### src/rtl/dbgreg_pkg.sv
package dbgreg_pkg;
  localparam int REG_W = 32;
  localparam int MRR_POS = 3;

  function automatic logic [REG_W-1:0] stat_impl_mask();
    logic [REG_W-1:0] m;
    m = '0;
    for (int p = 0; p < REG_W; p++) begin
      if (p <= 16 || (p >= 21 && p <= 26) || p == 31) m[REG_W-1-p] = 1'b1;
    end
    return m;
  endfunction

  function automatic logic [REG_W-1:0] stat_reset_val();
    logic [REG_W-1:0] v;
    v = '0;
    v[REG_W-1-MRR_POS] = 1'b1;
    return v;
  endfunction
endpackage

### src/rtl/dbgreg_ctrl.sv
module dbgreg_ctrl
  import dbgreg_pkg::*;
#(
  parameter int EN_IDX = 31
) (
  input  logic             clk,
  input  logic             rst_n,
  input  logic             wr,
  input  logic [REG_W-1:0] wdata,
  output logic [REG_W-1:0] ctrl_q
);
  localparam logic [REG_W-1:0] EN_MASK = {{(REG_W-1){1'b0}}, 1'b1} << EN_IDX;

  always_ff @(posedge clk) begin
    if (!rst_n) ctrl_q <= '0;
    else if (wr) begin
      if (ctrl_q[EN_IDX]) ctrl_q <= wdata;
      else ctrl_q <= (ctrl_q & ~EN_MASK) | (wdata & EN_MASK);
    end
  end

  p_locked_bits_r1: assert property (@(posedge clk) disable iff (!rst_n)
    (wr && !ctrl_q[EN_IDX]) |=> ((ctrl_q & ~EN_MASK) == ($past(ctrl_q) & ~EN_MASK)));
  p_open_write_r2: assert property (@(posedge clk) disable iff (!rst_n)
    (wr && ctrl_q[EN_IDX]) |=> (ctrl_q == $past(wdata)));
endmodule

### src/rtl/dbgreg_stat.sv
module dbgreg_stat
  import dbgreg_pkg::*;
(
  input  logic             clk,
  input  logic             rst_n,
  input  logic             wr,
  input  logic [REG_W-1:0] wdata,
  input  logic [REG_W-1:0] evt,
  output logic [REG_W-1:0] stat_q
);
  localparam logic [REG_W-1:0] IMPL = stat_impl_mask();
  localparam logic [REG_W-1:0] RST = stat_reset_val();

  logic [REG_W-1:0] clr;
  assign clr = wr ? wdata : '0;

  always_ff @(posedge clk) begin
    if (!rst_n) stat_q <= RST;
    else stat_q <= ((stat_q & ~clr) | evt) & IMPL;
  end

  p_set_wins_r4: assert property (@(posedge clk) disable iff (!rst_n)
    1'b1 |=> ((stat_q & $past(evt & IMPL)) == $past(evt & IMPL)));
  p_w1c_r3: assert property (@(posedge clk) disable iff (!rst_n)
    (wr && evt == '0) |=> ((stat_q & $past(wdata)) == '0));
  p_unimpl_r5: assert property (@(posedge clk) disable iff (!rst_n)
    (evt != '0) |=> ((stat_q & ~IMPL) == '0));
endmodule

### src/rtl/dbgreg_gate.sv
module dbgreg_gate (
  input  logic clk,
  input  logic rst_n,
  input  logic dbg_enter,
  input  logic scan_upd,
  input  logic exit_req,
  input  logic step_req,
  output logic in_debug,
  output logic scan_fresh,
  output logic exit_ok,
  output logic step_ok,
  output logic req_err
);
  logic ready, do_exit, do_step, any_req;
  assign ready   = in_debug && scan_fresh;
  assign do_exit = exit_req && !step_req && ready;
  assign do_step = step_req && !exit_req && ready;
  assign any_req = exit_req || step_req;

  always_ff @(posedge clk) begin
    if (!rst_n) begin
      in_debug   <= 1'b0;
      scan_fresh <= 1'b0;
      exit_ok    <= 1'b0;
      step_ok    <= 1'b0;
      req_err    <= 1'b0;
    end else begin
      exit_ok <= do_exit;
      step_ok <= do_step;
      req_err <= any_req && !do_exit && !do_step;
      if (dbg_enter) begin
        in_debug   <= 1'b1;
        scan_fresh <= 1'b0;
      end else if (do_exit) begin
        in_debug   <= 1'b0;
        scan_fresh <= 1'b0;
      end else if (do_step) begin
        scan_fresh <= 1'b0;
      end else if (scan_upd) begin
        scan_fresh <= 1'b1;
      end
    end
  end

  p_exit_needs_fresh_r8: assert property (@(posedge clk) disable iff (!rst_n)
    $rose(exit_ok) |-> ($past(in_debug) && $past(scan_fresh)));
  p_step_stays_r9: assert property (@(posedge clk) disable iff (!rst_n)
    (step_ok && !$past(dbg_enter)) |-> (in_debug && !scan_fresh));
  p_refuse_keeps_r10: assert property (@(posedge clk) disable iff (!rst_n)
    (req_err && !$past(dbg_enter) && !$past(scan_upd)) |-> ($stable(in_debug) && $stable(scan_fresh)));
  p_outcome_onehot_r10: assert property (@(posedge clk) disable iff (!rst_n)
    $onehot0({exit_ok, step_ok, req_err}));
  p_enter_clears_r7: assert property (@(posedge clk) disable iff (!rst_n)
    dbg_enter |=> (in_debug && !scan_fresh));
endmodule

### src/rtl/dbgreg_top.sv
module dbgreg_top
  import dbgreg_pkg::*;
#(
  parameter int EN_IDX = 31
) (
  input  logic             clk,
  input  logic             rst_n,
  input  logic             reg_wr,
  input  logic             reg_sel,
  input  logic [REG_W-1:0] reg_wdata,
  output logic [REG_W-1:0] reg_rdata,
  input  logic [REG_W-1:0] evt_set,
  input  logic             dbg_enter,
  input  logic             scan_upd,
  input  logic             exit_req,
  input  logic             step_req,
  output logic             in_debug,
  output logic             scan_fresh,
  output logic             ext_dbg_en,
  output logic             exit_ok,
  output logic             step_ok,
  output logic             req_err
);
  logic [REG_W-1:0] ctrl_q, stat_q;

  dbgreg_ctrl #(.EN_IDX(EN_IDX)) u_ctrl (
    .clk(clk), .rst_n(rst_n), .wr(reg_wr && !reg_sel),
    .wdata(reg_wdata), .ctrl_q(ctrl_q)
  );

  dbgreg_stat u_stat (
    .clk(clk), .rst_n(rst_n), .wr(reg_wr && reg_sel),
    .wdata(reg_wdata), .evt(evt_set), .stat_q(stat_q)
  );

  dbgreg_gate u_gate (
    .clk(clk), .rst_n(rst_n), .dbg_enter(dbg_enter), .scan_upd(scan_upd),
    .exit_req(exit_req), .step_req(step_req), .in_debug(in_debug),
    .scan_fresh(scan_fresh), .exit_ok(exit_ok), .step_ok(step_ok),
    .req_err(req_err)
  );

  assign reg_rdata  = reg_sel ? stat_q : ctrl_q;
  assign ext_dbg_en = ctrl_q[EN_IDX];
endmodule

### config.mk
export PLATFORM = sky130hd
export DESIGN_NAME = dbgreg_top
export DESIGN_NICKNAME = d
export VERILOG_FILES = /design/src/rtl/dbgreg_pkg.sv /design/src/rtl/dbgreg_ctrl.sv /design/src/rtl/dbgreg_stat.sv /design/src/rtl/dbgreg_gate.sv /design/src/rtl/dbgreg_top.sv
export SDC_FILE = /design/constraint.sdc
export NUM_CORES = 1
export LEC_CHECK = 0
export BUFFER_PORTS_ARGS = -buffer_cell sky130_fd_sc_hd__buf_2
export CORE_MARGIN = 3
export CORE_UTILIZATION = 50
export DETAILED_ROUTE_END_ITERATION = 6
export GPL_TIMING_DRIVEN = 1
export PLACE_DENSITY = 0.89
export SLEW_MARGIN = 20
export SYNTH_ARGS = -nofsm -noshare
export SYNTH_HDL_FRONTEND = slang
export SYNTH_SLANG_ARGS = --single-unit
### constraint.sdc
create_clock -name clk -period 1.83 [get_ports clk]
set_clock_uncertainty 0.1 [all_clocks]
set_input_delay 0.0915 -clock clk [delete_from_list [all_inputs] [get_ports clk]]
set_output_delay 0.0915 -clock clk [all_outputs]
set_load 0.02 [all_outputs]
**Word-level counts from Yosys, hierarchy flattened**

Cells that the tools add are included.

- Bits in registers: 69

- Mux-type cells: 5
- Bitwise gates (word level): 5
- Reductions and logical operators: 17

Operator list:

| operator | number |
|---|---|
| $mux W32 | 3 |
| $and A32 B32 Y32 | 1 |
| $not A32 Y32 | 1 |
| $or A31 B32 Y32 | 1 |
| $or A32 B32 Y32 | 1 |
| $logic_and A1 B1 Y1 | 9 |
| $logic_not A1 Y1 | 5 |
| $reduce_or A4 Y1 | 1 |
| $mux W1 | 2 |
| $reduce_bool A2 Y1 | 1 |
| $logic_or A1 B1 Y1 | 1 |
| $not A1 Y1 | 1 |

**Longest topological paths before layout**

Gate-level depths: netlist (run 1).

- Depth after elaboration: 6
- Mapped depth: 5
- Mapped depth without buffers: 3

**Modules after synthesis**

A second synthesis (run 1) with hierarchy kept.

- Cells, all modules: 311
- Area, all modules: 3035.4 um^2

By module, submodules not included:

| module | instances | cells each | area an instance (um^2) |
|---|---|---|---|
| dbgreg_ctrl | 1 | 145 | 1353.8 |
| dbgreg_stat | 1 | 109 | 945.9 |
| dbgreg_top | 1 | 38 | 544.3 |
| dbgreg_gate | 1 | 19 | 191.4 |

**Least setup slack after synthesis (run 1)**

No wires, ideal clock.

- Path type: reg-to-reg
- Start: register u_gate.scan_fresh
- End: register u_gate.req_err
- Arrival time: 1.055 ns
- Data required time: 1.615 ns
- Path slack: 0.560 ns
- Stages on the path, launching flop included: 4
- Buffers on the path: 0
- Period minus slack after synthesis: 1.270 ns
- Cells stage by stage: dfxtp_1 > nand2_1 > maj3_1 > and2_1

- Word-level cells in the longest chain between the ends: 5

RTL lines:

| item | RTL line | source |
|---|---|---|
| start: declaration | dbgreg_gate.sv:9 | `output logic scan_fresh,` |
| start signal: assignment | dbgreg_gate.sv:23 | `scan_fresh <= 1'b0;` |
| start signal: assignment | dbgreg_gate.sv:33 | `scan_fresh <= 1'b0;` |
| start signal: assignment | dbgreg_gate.sv:36 | `scan_fresh <= 1'b0;` |
| $logic_and A1 B1 Y1 (*) | dbgreg_gate.sv:15 | `assign ready = in_debug && scan_fresh;` |
| $logic_and A1 B1 Y1 | dbgreg_gate.sv:16 | `assign do_exit = exit_req && !step_req && ready;` |
| $logic_not A1 Y1 | dbgreg_gate.sv:30 | `req_err <= any_req && !do_exit && !do_step;` |
| $logic_and A1 B1 Y1 | dbgreg_gate.sv:30 |  |
| $logic_and A1 B1 Y1 (*) | dbgreg_gate.sv:30 |  |
| end signal: assignment | dbgreg_gate.sv:30 |  |
| end: declaration | dbgreg_gate.sv:12 | `output logic req_err` |

Mark *: on every way between the ends. The rest lies on a longest branch, timed or not.
A chain may end at the register's enable or synchronous reset.

**Worst setup path after layout (run 1)**

- Start: input exit_req
- End: register u_gate.scan_fresh

- Word-level cells in the longest chain between the ends: 4

RTL lines:

| item | RTL line | source |
|---|---|---|
| start: declaration | dbgreg_top.sv:15 | `input logic exit_req,` |
| $logic_not A1 Y1 | dbgreg_gate.sv:17 | `assign do_step = step_req && !exit_req && ready;` |
| $logic_and A1 B1 Y1 (2 in series) | dbgreg_gate.sv:17 |  |
| $reduce_or A4 Y1 (no source line) (*) | - |  |

Marks and branches as above.

==> reports/results.env, run 1 <==
MAX-CLOCK-PATH-BUFFERS=2
WORSTPATHARRIVAL_PS=1890
NUMBER_OF_ANTENNA_VIOLATIONS_AT_THE_FIRST_CHECK_IN_GLOBAL_ROUTING=0
POWER.SHARE.SEQUENTIAL=0.440
VIASPERCELL=5.31
DIE_HEIGHT_UM=78.2
STDCELL_AREA_MM2=0.00394
ROUTE.FINAL.WIRE_LENGTH_UM=8000
POST_SYNTH.CELL_AREA_AVG_UM2=8.74
WORST_SLACK_PS=110
FLOORPLAN.INITIALDENSITY=0.534
CHIPWIDTH_UM=78.2
SYNTH.TOP_CELL.AREA_SHARE=0.469
CLOCK-SINKS=61
NUMCTSBUFFERS=9
FIRST_GLOBAL_VIAS=2833
DRC=0
YS.WARNINGS.COUNT=0
PERIOD_NEEDED_PS=1720
NETLIST.TOP_CELL.BY_AREA='sky130_fd_sc_hd__dfxtp_1'
H_TREE_DEPTH=3
PORT_BUFS=101
GRT_START_MAX_NET_PINS=92
YOSYS.CELL_TYPES.COUNT=26
TYPE_OF_ORIGIN_OF_THE_CRITICAL_PATH='primary input'
PERIOD_SHARE=0.940
GRT_OVERFLOW_TOTAL=0
SHARE_CLK_OF_TOTAL_POWER=0.403
MAXCAPVIOLATIONS=0
WORST_EP_REQUIRED_TIME_PS=2000
DRT_FIRST_PASS_ITERS=4
CP_CELL_SEQUENCE='dlygate4sd3_1 > buf_2 > xnor2_1 > o22ai_1 > nor3b_1 > dlygate4sd3_1'
WORST_SETUP_HOLD_PATH_CLK_SLEW_PS=70
POST_SYNTH_INSTANCE_AREA_MM2=0.00260
FIN_HOLD_WS_PS=195
POST_DRT_WL_PER_CELL_UM=15.3
POST_SYNTHESIS_SEQUENTIAL_AREA_RATIO=0.469
STATUS='finished, final reports clean'
CRITICALPATHCATEGORY='primary input to flop'
ACHIEVABLE-FREQUENCY_MHz=581
POWER.LEAKAGE_nW=1.88
BOUNDARYPINS=110
WORST_PATH_MAX_DELAY_CELL='sky130_fd_sc_hd__dlygate4sd3_1'
SYNTH.TOP_CELLS.BY_AREA='sky130_fd_sc_hd__dfxtp_1 47%, sky130_fd_sc_hd__mux2_2 9.9%, sky130_fd_sc_hd__o21ai_0 6.7%, sky130_fd_sc_hd__nand3_1 6.3%, sky130_fd_sc_hd__a31oi_1 5.5%'
FINAL_SETUP_VIOLATIONS=0
VIAS=2782
AREA.GROWTH.SYNTH_TO_FINAL_PCT=51.2
GLOBALPLACE.CONGESTION=0.816
POWER.IR.VDD_WORST_mV=0.640
TIMING.HOLD.WORST.CLASS='primary input to flop'
PLACEABLECOREAREA_MM2=0.00488
TIMING.SLEW.HEADROOM=0.774
DRT-INITIAL-DRC-COUNT=138
LAYOUT-DRIVE-GT1-SHARE=0.317
CRITPATHCAPTURETYPE='flop'
PRE_CTS_SLACK_PS=460
WORST_PATH_LARGEST_CELL_DELAY_PS=620
POWER.DENSITY_mW_PER_MM2=813
SWITCHING_SHARE=0.243
DIEAREA_MM2=0.00611
FINALHOLDVIOLCOUNT=0
INSERTION_DELAY_PS=320
RSZ_0062_RAISED_AFTER_GLOBAL_ROUTING='false'
HOLDBUFCOUNTCTS=62
PLACED_CELL_AREA_MM2=0.00311
REGISTER_BIT_COUNT_REPORTED_BY_YOSYS=61
CLOCK_TREE_FROM_TRITONCTS='yes'
DRTANTENNAVIOLNETS=0
CRITICAL_PATH.MAX_FANOUT=5
FIN_UTIL=0.807
SYN_INST=298
FINALMAXSLEWVIOLATIONS=0
COMB_POWER_SHARE=0.157
SWITCHING_POWER_uW=778
NUM-NETS-FINAL=525
POST-CTS-SETUP-BUFFERS=0
HPWL_UM=3950
WORST_SLEW_PIN_SLEW_PS=339
SYNTH_FP_NETS=370
ROOT_BUFFER='sky130_fd_sc_hd__clkbuf_8'
GRT_FIRST_PASS_WIRELENGTH_UM=13000
ROWS=25
TIMING.CRITICAL_PATH.MODE_CELL='sky130_fd_sc_hd__dlygate4sd3_1'
NUM_ANTENNA_CELLS=0
SETUP-TNS-FINAL_PS=0
CELL_INTERNAL_PWR_mW=2.43
POST_CTS_RESIZED=0
GRT_USE_TOTAL=0.270
==> power by group through the flow <==
stage | clock network [mW] | registers, mW | logic, mW
after floorplan | 0 | 1.44 | 0.220
after global placement | 0 | 1.43 | 0.352
after detailed placement | 0 | 1.44 | 0.361
after CTS | 1.31 | 1.41 | 0.476
after global routing | 1.37 | 1.41 | 0.541
final | 1.29 | 1.41 | 0.502
==> state kept, by name, indices dropped and copies added (netlist names) <==
name	count
u_ctrl.ctrl_q	32
u_gate.exit_ok	1
u_stat.stat_q	24
u_gate.req_err	1
u_gate.step_ok	1
u_gate.in_debug	1
u_gate.scan_fresh	1
==> layout make-up <==
class	count	area (um2)
Clock buffer	10	138
Clock inverter	5	75.1
Fill cell	313	940
Inverter	23	86.3
Multi-Input combinational cell	191	1150
Sequential cell	61	1220
Tap cell	67	83.8
Timing Repair Buffer	167	1180
==> cell families after synthesis <==
| logic type | Yosys count | synth area share |
|---|---|---|
| buf+inv | 46 | 0.0879 |
| mux | 25 | 0.108 |
| xor+xnor | 1 | 0.00336 |
| flops | 61 | 0.469 |
| fa+ha+maj | 1 | 0.00384 |
| compound gates | 79 | 0.163 |
| simple gates | 85 | 0.165 |
==> per-layer routing <==
metal | up-vias | track usage | share of wire
met2 | 140 | 0.504 | 0.53
met3 | 24 | 0.0482 | 0.056
li1 | 1341 | - | -
met5 | - | 0 | 0
met1 | 1277 | 0.288 | 0.39
met4 | 0 | 0.138 | 0.030
==> cells in the final DEF, fill, tap and decap left out, drive strengths merged <==
master | synthesis | routed
dfxtp | 61 | 61
dlygate4sd3 | 0 | 62
clkbuf | 6 | 10
nor3b | 3 | 3
buf | 17 | 105
and2 | 2 | 2
nand3b | 2 | 2
maj3 | 1 | 1
o21ai | 55 | 55
mux2i | 1 | 1
nand3 | 33 | 33
nand2 | 33 | 33
mux2 | 24 | 24
clkinv | 0 | 3
nor4bb | 1 | 1
bufinv | 0 | 2
a31oi | 23 | 23
nor2 | 1 | 1
inv | 23 | 23
xnor2 | 1 | 1
nor2b | 10 | 10
o22ai | 1 | 1
==> per-stage QoR <==
step / power [mW] / std cells
2_1_floorplan: 1.65 / 298
3_3_place_gp: 1.78 / 447
3_5_place_dp: 1.80 / 447
4_1_cts: 3.19 / 524
5_1_grt: 3.33 / 524
6_report: 3.20 / 524
==> synthesized netlist by cell type (all sizes together) <==
cell,number
a31oi,23
and2,2
buf,17
clkbuf,6
dfxtp,61
inv,23
maj3,1
mux2,24
mux2i,1
nand2,33
nand3,33
nand3b,2
nor2,1
nor2b,10
nor3b,3
nor4bb,1
o21ai,55
o22ai,1
xnor2,1
==> worst paths after layout <==
kind | start | slack, ps | end | cells past startpoint
min reg2reg | u_ctrl.ctrl_q[3]$_SDFFE_PN0P_ | 350 | u_ctrl.ctrl_q[3]$_SDFFE_PN0P_ | 2
max reg2reg | u_gate.scan_fresh$_SDFFE_PP0P_ | 270 | u_gate.scan_fresh$_SDFFE_PP0P_ | 4
min | reg_wr | 190 | u_ctrl.ctrl_q[31]$_SDFFE_PN0P_ | 4
max | exit_req | 110 | u_gate.scan_fresh$_SDFFE_PP0P_ | 6
==> critical path: cells and delay by family <==
kind,cells,cell delay [ps]
buffers and inverters,3,1320
AOI/OAI and AO/OA,1,80
and+or+nand+nor,1,240
xor gates and xnor gates,1,150
No activity file was read; power rests on OpenSTA's default activity.
==> run 2: changes to the inputs <==
--- a/config.mk
+++ b/config.mk
@@ -9,9 +9,8 @@
 export CORE_MARGIN = 3
 export CORE_UTILIZATION = 50
 export DETAILED_ROUTE_END_ITERATION = 6
-export GPL_TIMING_DRIVEN = 1
-export PLACE_DENSITY = 0.89
-export SLEW_MARGIN = 20
+export PLACE_DENSITY = 0.93
+export SLEW_MARGIN = 25
 export SYNTH_ARGS = -nofsm -noshare
 export SYNTH_HDL_FRONTEND = slang
 export SYNTH_SLANG_ARGS = --single-unit
==> reports/results.env, run 2 (synthesized netlist as in run 1, its figures left out) <==
GRT_START_MAX_NET_PINS=92  # unchanged
MET2WIRELENGTH_UM=4490  # +6.7%
STATUS='finished, final reports clean'
NUM_ANTENNA_CELLS=0  # unchanged
NUMCTSBUFFERS=9  # unchanged
CLOCK_TREE_FROM_TRITONCTS='yes'
LAYOUT_TOP_REGISTERS='u_ctrl.ctrl_q: 32 flops, u_stat.stat_q: 24 flops'
GRT_FIRST_PASS_WIRELENGTH_UM=13400  # +3.3%
AREA.GROWTH.SYNTH_TO_FINAL_PCT=49.6
POST_DRT_WL_PER_CELL_UM=15.7  # +2.7%
VIASPERCELL=5.29  # -0.35%
WORST-R2R-CELL-COUNT=3  # -1
DRT-INITIAL-DRC-COUNT=117  # -15%
FINAL_COMMON_CELL='sky130_fd_sc_hd__buf_2'
FLOORPLAN.INITIALDENSITY=0.534  # unchanged
WORST_SETUP_HOLD_PATH_CLK_SLEW_PS=70  # about the same
LAYOUT-DRIVE-GT1-SHARE=0.316  # -0.00150
FILL_CELLS=338  # +8.0%
POWER.DENSITY_mW_PER_MM2=778  # -4.4%
GRT_USE_TOTAL=0.283  # +0.0127
PERIOD_NEEDED_PS=1680  # -39.1 ps
TYPE_OF_ORIGIN_OF_THE_CRITICAL_PATH='primary input'
POWER.IR.VDD_WORST_mV=0.533  # -17%
DIE_HEIGHT_UM=78.2  # unchanged
MAXCAPVIOLATIONS=0  # unchanged
NUM-NETS-FINAL=524  # -0.19%
REGISTERS.TOP_BY_FF_COUNT='u_ctrl.ctrl_q'
WORST_HOLD_PATH.NUM_CELLS=3  # -1
DRT_FIRST_PASS_ITERS=4  # unchanged
H_TREE_DEPTH=3  # unchanged
ACHIEVABLE-FREQUENCY_MHz=595  # +2.3%
WORST_SLEW_PIN_SLEW_PS=361  # +21.4 ps
CLOCK-SINKS=61  # unchanged
MAX-CLOCK-PATH-BUFFERS=2  # unchanged
WORSTPATHARRIVAL_PS=1800  # -90 ps
WORST_EP_REQUIRED_TIME_PS=1950  # -50 ps
POWER.LEAKAGE_nW=1.85  # -1.4%
DRTANTENNAVIOLNETS=0  # unchanged
ROUTE.LAYER.MET1.WL_UM=3010  # -3.1%
PORT_BUFS=101  # unchanged
RSZ_0062_RAISED_AFTER_GLOBAL_ROUTING='false'
NUMBER_OF_ANTENNA_VIOLATIONS_AT_THE_FIRST_CHECK_IN_GLOBAL_ROUTING=0  # unchanged
BOUNDARYPINS=110  # unchanged
FIRST_GLOBAL_VIAS=2810  # -0.81%
SETUP-TNS-FINAL_PS=0  # unchanged
DIEAREA_MM2=0.00611  # unchanged
PLACEABLECOREAREA_MM2=0.00488  # unchanged
FIN_HOLD_WS_PS=30.2  # -164 ps
ROOT_BUFFER='sky130_fd_sc_hd__clkbuf_8'
HPWL_UM=4410  # +12%
MET3_LENGTH_UM=428  # -4.3%
INSERTION_DELAY_PS=330  # about the same
CRITICAL_PATH.MAX_FANOUT=23  # +18
LARGEST_REGISTER_FFS=32  # unchanged
VIAS=2767  # -0.54%
POST_CTS_RESIZED=0  # unchanged
GLOBALPLACE.CONGESTION=0.768  # -5.9%
MULTI_INPUT_AREA_MM2=0.00115  # unchanged
TOPROUTINGLAYERUSED='met4'
LEADING_CELL_TYPES_IN_THE_LAYOUT_FILL_AND_TAPS_EXCLUDED='101 x sky130_fd_sc_hd__buf_2, 61 x sky130_fd_sc_hd__dlygate4sd3_1, 61 x sky130_fd_sc_hd__dfxtp_1'
TIMING.SLEW.HEADROOM=0.759  # -0.0143
FINALMAXSLEWVIOLATIONS=0  # unchanged
TIMING.HOLD.WORST.CLASS='primary input to flop'
AREA.SEQUENTIAL_MM2=0.00122  # unchanged
ROUTE.FINAL.WIRE_LENGTH_UM=8200  # +2.5%
DRC=0  # unchanged
ROWS=25  # unchanged
FINALHOLDVIOLCOUNT=0  # unchanged
FINAL_SETUP_VIOLATIONS=0  # unchanged
CHIPWIDTH_UM=78.2  # unchanged
GRT_OVERFLOW_TOTAL=0  # unchanged
CRITPATHCAPTURETYPE='flop'
HOLDBUFCOUNTCTS=61  # -1.6%
CRITICALPATHCATEGORY='primary input to flop'
PERIOD_SHARE=0.919  # -0.0214
POST-CTS-SETUP-BUFFERS=0  # unchanged
==> run 2: changes by cell type in the layout (fill, tap and decap cells not counted) <==
cell / before / now
sky130_fd_sc_hd__dlygate4sd3_1: 62 / 61
sky130_fd_sc_hd__clkbuf_8: 10 / 9
sky130_fd_sc_hd__bufinv_16: 2 / 1
sky130_fd_sc_hd__clkbuf_1: 0 / 1
sky130_fd_sc_hd__clkinvlp_4: 0 / 1
==> run 2: power breakdown <==
group / internal [mW] / leakage [nW] / switching (mW)
logic: 0.255 / 1.26 / 0.241
registers: 1.38 / 0.500 / 0.0295
clock network: 0.614 / 0.0919 / 0.510
==> run 2: metrics by stage <==
stage	utilization	instance area [um2]	total power, mW	worst slack (ps)	instances
after floorplan	-	2610	1.65	560	298
after global placement	0.637	3110	1.78	449	447
after detailed placement	0.637	3110	1.80	391	447
after CTS	0.799	3900	3.02	202	523
after global routing	0.799	3900	3.16	66.3	523
final	0.799	3900	3.03	149	523
==> run 2: final cells by class <==
cell class / instances / share of cell area
clock buffers: 10 / 0.0327
inverters: 23 / 0.0222
multi-input cells: 191 / 0.296
well taps: 67 / 0.0215
clock inverters: 5 / 0.0135
repair buffers: 166 / 0.300
flip-flops and latches: 61 / 0.313
==> run 2: final timing paths <==
path,to,startpoint,slack (ps)
max,u_stat.stat_q[16]$_SDFF_PN0_,reg_sel,150
min,u_gate.scan_fresh$_SDFFE_PP0P_,scan_upd,30
max reg2reg,u_gate.exit_ok$_SDFF_PN0_,u_gate.scan_fresh$_SDFFE_PP0P_,330
min reg2reg,u_ctrl.ctrl_q[2]$_SDFFE_PN0P_,u_ctrl.ctrl_q[2]$_SDFFE_PN0P_,350
==> run 2: critical path, cell delays in order <==
cell and delay (ps):
sky130_fd_sc_hd__buf_2 310, sky130_fd_sc_hd__buf_4 290, sky130_fd_sc_hd__and2_4 360, sky130_fd_sc_hd__a31oi_1 140
sky130_fd_sc_hd__dlygate4sd3_1 590
==> run 2: metal layers <==
layer,global-route usage,vias up
met1,0.285,1297
li1,-,1338
met4,0.163,0
met5,0,-
met3,0.0528,25
met2,0.537,107
==> run 3: changes to the inputs <==
==> constraint.sdc (replaced) <==
create_clock -name clk -period 1.83 [get_ports clk]
set_clock_uncertainty 0.1 [all_clocks]
set_input_delay 0.0915 -clock clk [delete_from_list [all_inputs] [get_ports clk]]
set_output_delay 0.0915 -clock clk [all_outputs]
set_load 0.1 [all_outputs]
==> reports/results.env, run 3 (synthesized netlist as in run 1, its figures left out) <==
REG2REG_SLACK_PS=380  # +50 ps
POWER.IR.VDD_WORST_mV=0.587  # +10%
VIAS=2693  # -2.7%
AREA.GROWTH.SYNTH_TO_FINAL_PCT=56.1
TOP_USAGE_LAYER='met2'
PERIOD_SHARE=0.883  # -0.0356
MAX-CLOCK-PATH-BUFFERS=2  # unchanged
NUM-NETS-FINAL=522  # -0.38%
ROWS=25  # unchanged
FINAL_SETUP_VIOLATIONS=0  # unchanged
WORST-R2R-CELL-COUNT=3  # unchanged
MET1_USAGE=0.286  # +0.00144
HOLDPATHEND='u_gate.scan_fresh$_SDFFE_PP0P_'
DRT-INITIAL-DRC-COUNT=130  # +11%
FLOORPLAN.INITIALDENSITY=0.534  # unchanged
GRT_START_MAX_NET_PINS=92  # unchanged
POST_DRT_WL_PER_CELL_UM=15.0  # -4.0%
DRTANTENNAVIOLNETS=0  # unchanged
WORST_HOLD_PATH.NUM_CELLS=3  # unchanged
LEADING_CELL_TYPES_IN_THE_LAYOUT_FILL_AND_TAPS_EXCLUDED='89 x sky130_fd_sc_hd__buf_2, 60 x sky130_fd_sc_hd__dlygate4sd3_1, 58 x sky130_fd_sc_hd__dfxtp_1'
FINALMAXSLEWVIOLATIONS=0  # unchanged
GLOBALPLACE.CONGESTION=0.826  # +7.6%
GRT_OVERFLOW_TOTAL=0  # unchanged
GRT_USE_TOTAL=0.272  # -0.0102
TOTAL_POWER_mW=3.24  # +7.0%
FINAL-INSTANCE-COUNT-EXCL-FILL=522  # -0.19%
POWER.LEAKAGE_nW=1.89  # +2.0%
PORT_BUFS=101  # unchanged
WORST_SLEW_PIN_SLEW_PS=501  # +140 ps
WORST_R2R_STARTPOINT='u_stat.stat_q[20]$_SDFF_PN0_'
ROOT_BUFFER='sky130_fd_sc_hd__clkbuf_8'
PERIOD_NEEDED_PS=1620  # -65.2 ps
ROUTE.FINAL.WIRE_LENGTH_UM=7860  # -4.2%
BOUNDARYPINS=110  # unchanged
WORST_EP_REQUIRED_TIME_PS=1930  # -20 ps
POST-CTS-SETUP-BUFFERS=0  # unchanged
CHIPWIDTH_UM=78.2  # unchanged
PLACE.DETAILED.INSTANCES=446  # -0.22%
TIMING.HOLD.WORST.CLASS='primary input to flop'
ACHIEVABLE-FREQUENCY_MHz=619  # +4.0%
LAYOUT_TOP_REGISTERS='u_ctrl.ctrl_q: 32 flops, u_stat.stat_q: 24 flops'
NUMCTSBUFFERS=9  # unchanged
CRITPATHCAPTURETYPE='flop'
FIN_UTIL=0.834  # +0.0349
INSERTION_DELAY_PS=330  # about the same
STATUS='finished, final reports clean'
NUMBER_OF_ANTENNA_VIOLATIONS_AT_THE_FIRST_CHECK_IN_GLOBAL_ROUTING=0  # unchanged
CRITICAL_PATH.MAX_FANOUT=23  # unchanged
FINAL_COMMON_CELL='sky130_fd_sc_hd__buf_2'
NUM_ANTENNA_CELLS=0  # unchanged
HOLDCRITSTARTPOINT='scan_upd'
VIASPERCELL=5.16  # -2.5%
PLACEABLECOREAREA_MM2=0.00488  # unchanged
RR_ENDPOINT='u_stat.stat_q[20]$_SDFF_PN0_'
GLOBAL_ROUTE_TRACK_USAGE_ON_MET3=0.0608  # +0.00803
DIEAREA_MM2=0.00611  # unchanged
MAXCAPVIOLATIONS=0  # unchanged
POWER.DENSITY_mW_PER_MM2=797  # +2.5%
REGISTERS.TOP_BY_FF_COUNT='u_ctrl.ctrl_q'
LAYOUT-DRIVE-GT1-SHARE=0.316  # +0.000694
FIRST_GLOBAL_VIAS=2779  # -1.1%
FINALHOLDVIOLCOUNT=0  # unchanged
RSZ_0062_RAISED_AFTER_GLOBAL_ROUTING='false'
DRC=0  # unchanged
GRT_FIRST_PASS_WIRELENGTH_UM=13100  # -2.3%
WORSTPATHARRIVAL_PS=1720  # -80 ps
CLOCK-SINKS=61  # unchanged
WORST_SETUP_HOLD_PATH_CLK_SLEW_PS=60  # about the same
TYPE_OF_ORIGIN_OF_THE_CRITICAL_PATH='primary input'
CRITICALPATHCATEGORY='primary input to flop'
DRT_FIRST_PASS_ITERS=5  # +1
HPWL_UM=4160  # -5.6%
H_TREE_DEPTH=3  # unchanged
FILL_CELLS=282  # -17%
GRT.MET2_USAGE=0.505  # -0.0317
TIMING.SLEW.HEADROOM=0.668  # -0.0911
LARGEST_REGISTER_FFS=32  # unchanged
DIE_HEIGHT_UM=78.2  # unchanged
CLOCK_TREE_FROM_TRITONCTS='yes'
run 3: cell count changes in the layout (fill, tap and decap cells not counted):
cell and change:
sky130_fd_sc_hd__buf_12 +13, sky130_fd_sc_hd__buf_2 -12, sky130_fd_sc_hd__buf_4 -2, sky130_fd_sc_hd__bufinv_16 -1, sky130_fd_sc_hd__clkbuf_1 +3, sky130_fd_sc_hd__clkbuf_8 +2
sky130_fd_sc_hd__clkinv_2 -2, sky130_fd_sc_hd__clkinvlp_4 -1, sky130_fd_sc_hd__dfxtp_1 -3, sky130_fd_sc_hd__dfxtp_2 +3, sky130_fd_sc_hd__dlygate4sd3_1 -1
run 3: power by group:
group          switching, mW  total (mW)  internal, mW  leakage (nW)
Sequential            0.0285        1.41          1.38         0.501
Combinational          0.485       0.791         0.306          1.30
Clock                  0.476        1.04         0.566        0.0877
run 3: through the flow:
step                      setup slack (ps)  hold slack (ps)  area, um2  TNS, ps
after floorplan                      -78.5             60.2       2610     -628
after global placement                 364              182       3300        0
after detailed placement               340              187       3300        0
after CTS                              239             47.4       4070        0
after global routing                   130             50.2       4070        0
final                                  214             61.0       4070        0
run 3: routing by layer:
metal | share of wire | routed length [um]
met5 | 0 | 0
met4 | 0.030 | 234
met1 | 0.39 | 3070
met2 | 0.53 | 4160
met3 | 0.049 | 386
run 3: timing repair:
item / 4_1_cts / 5_1_grt
hold buffers: 60 / 0
endpoints found under the hold margin: 60 / 0
resized for setup: 0 / 0
run 3: how the worst max path moves through the flow:
stage,startpoint,to,depth (start not counted)
2_1_floorplan,reg_sel,reg_rdata[11],3
3_3_place_gp,reg_sel,reg_rdata[5],4
3_5_place_dp,reg_sel,reg_rdata[5],4
4_1_cts,reg_sel,u_stat.stat_q[9]$_SDFF_PN0_,5
5_1_grt,reg_sel,u_stat.stat_q[20]$_SDFF_PN0_,5
6_report,reg_sel,u_stat.stat_q[20]$_SDFF_PN0_,5
run 3: final cells by class:
type | count | area [um2] | area share
clock buffer | 15 | 166 | 0.0409
multi-input combinational | 191 | 1150 | 0.284
timing repair buffer | 164 | 1350 | 0.331
inverter | 23 | 86.3 | 0.0212
tap | 67 | 83.8 | 0.0206
clock inverter | 1 | 5.00 | 0.00123
sequential | 61 | 1220 | 0.301
run 3: worst max-delay path, cell delays in order:
cell	delay, ps
sky130_fd_sc_hd__buf_2	300
sky130_fd_sc_hd__buf_12	230
sky130_fd_sc_hd__and2_4	350
sky130_fd_sc_hd__a31oi_1	140
sky130_fd_sc_hd__dlygate4sd3_1	590
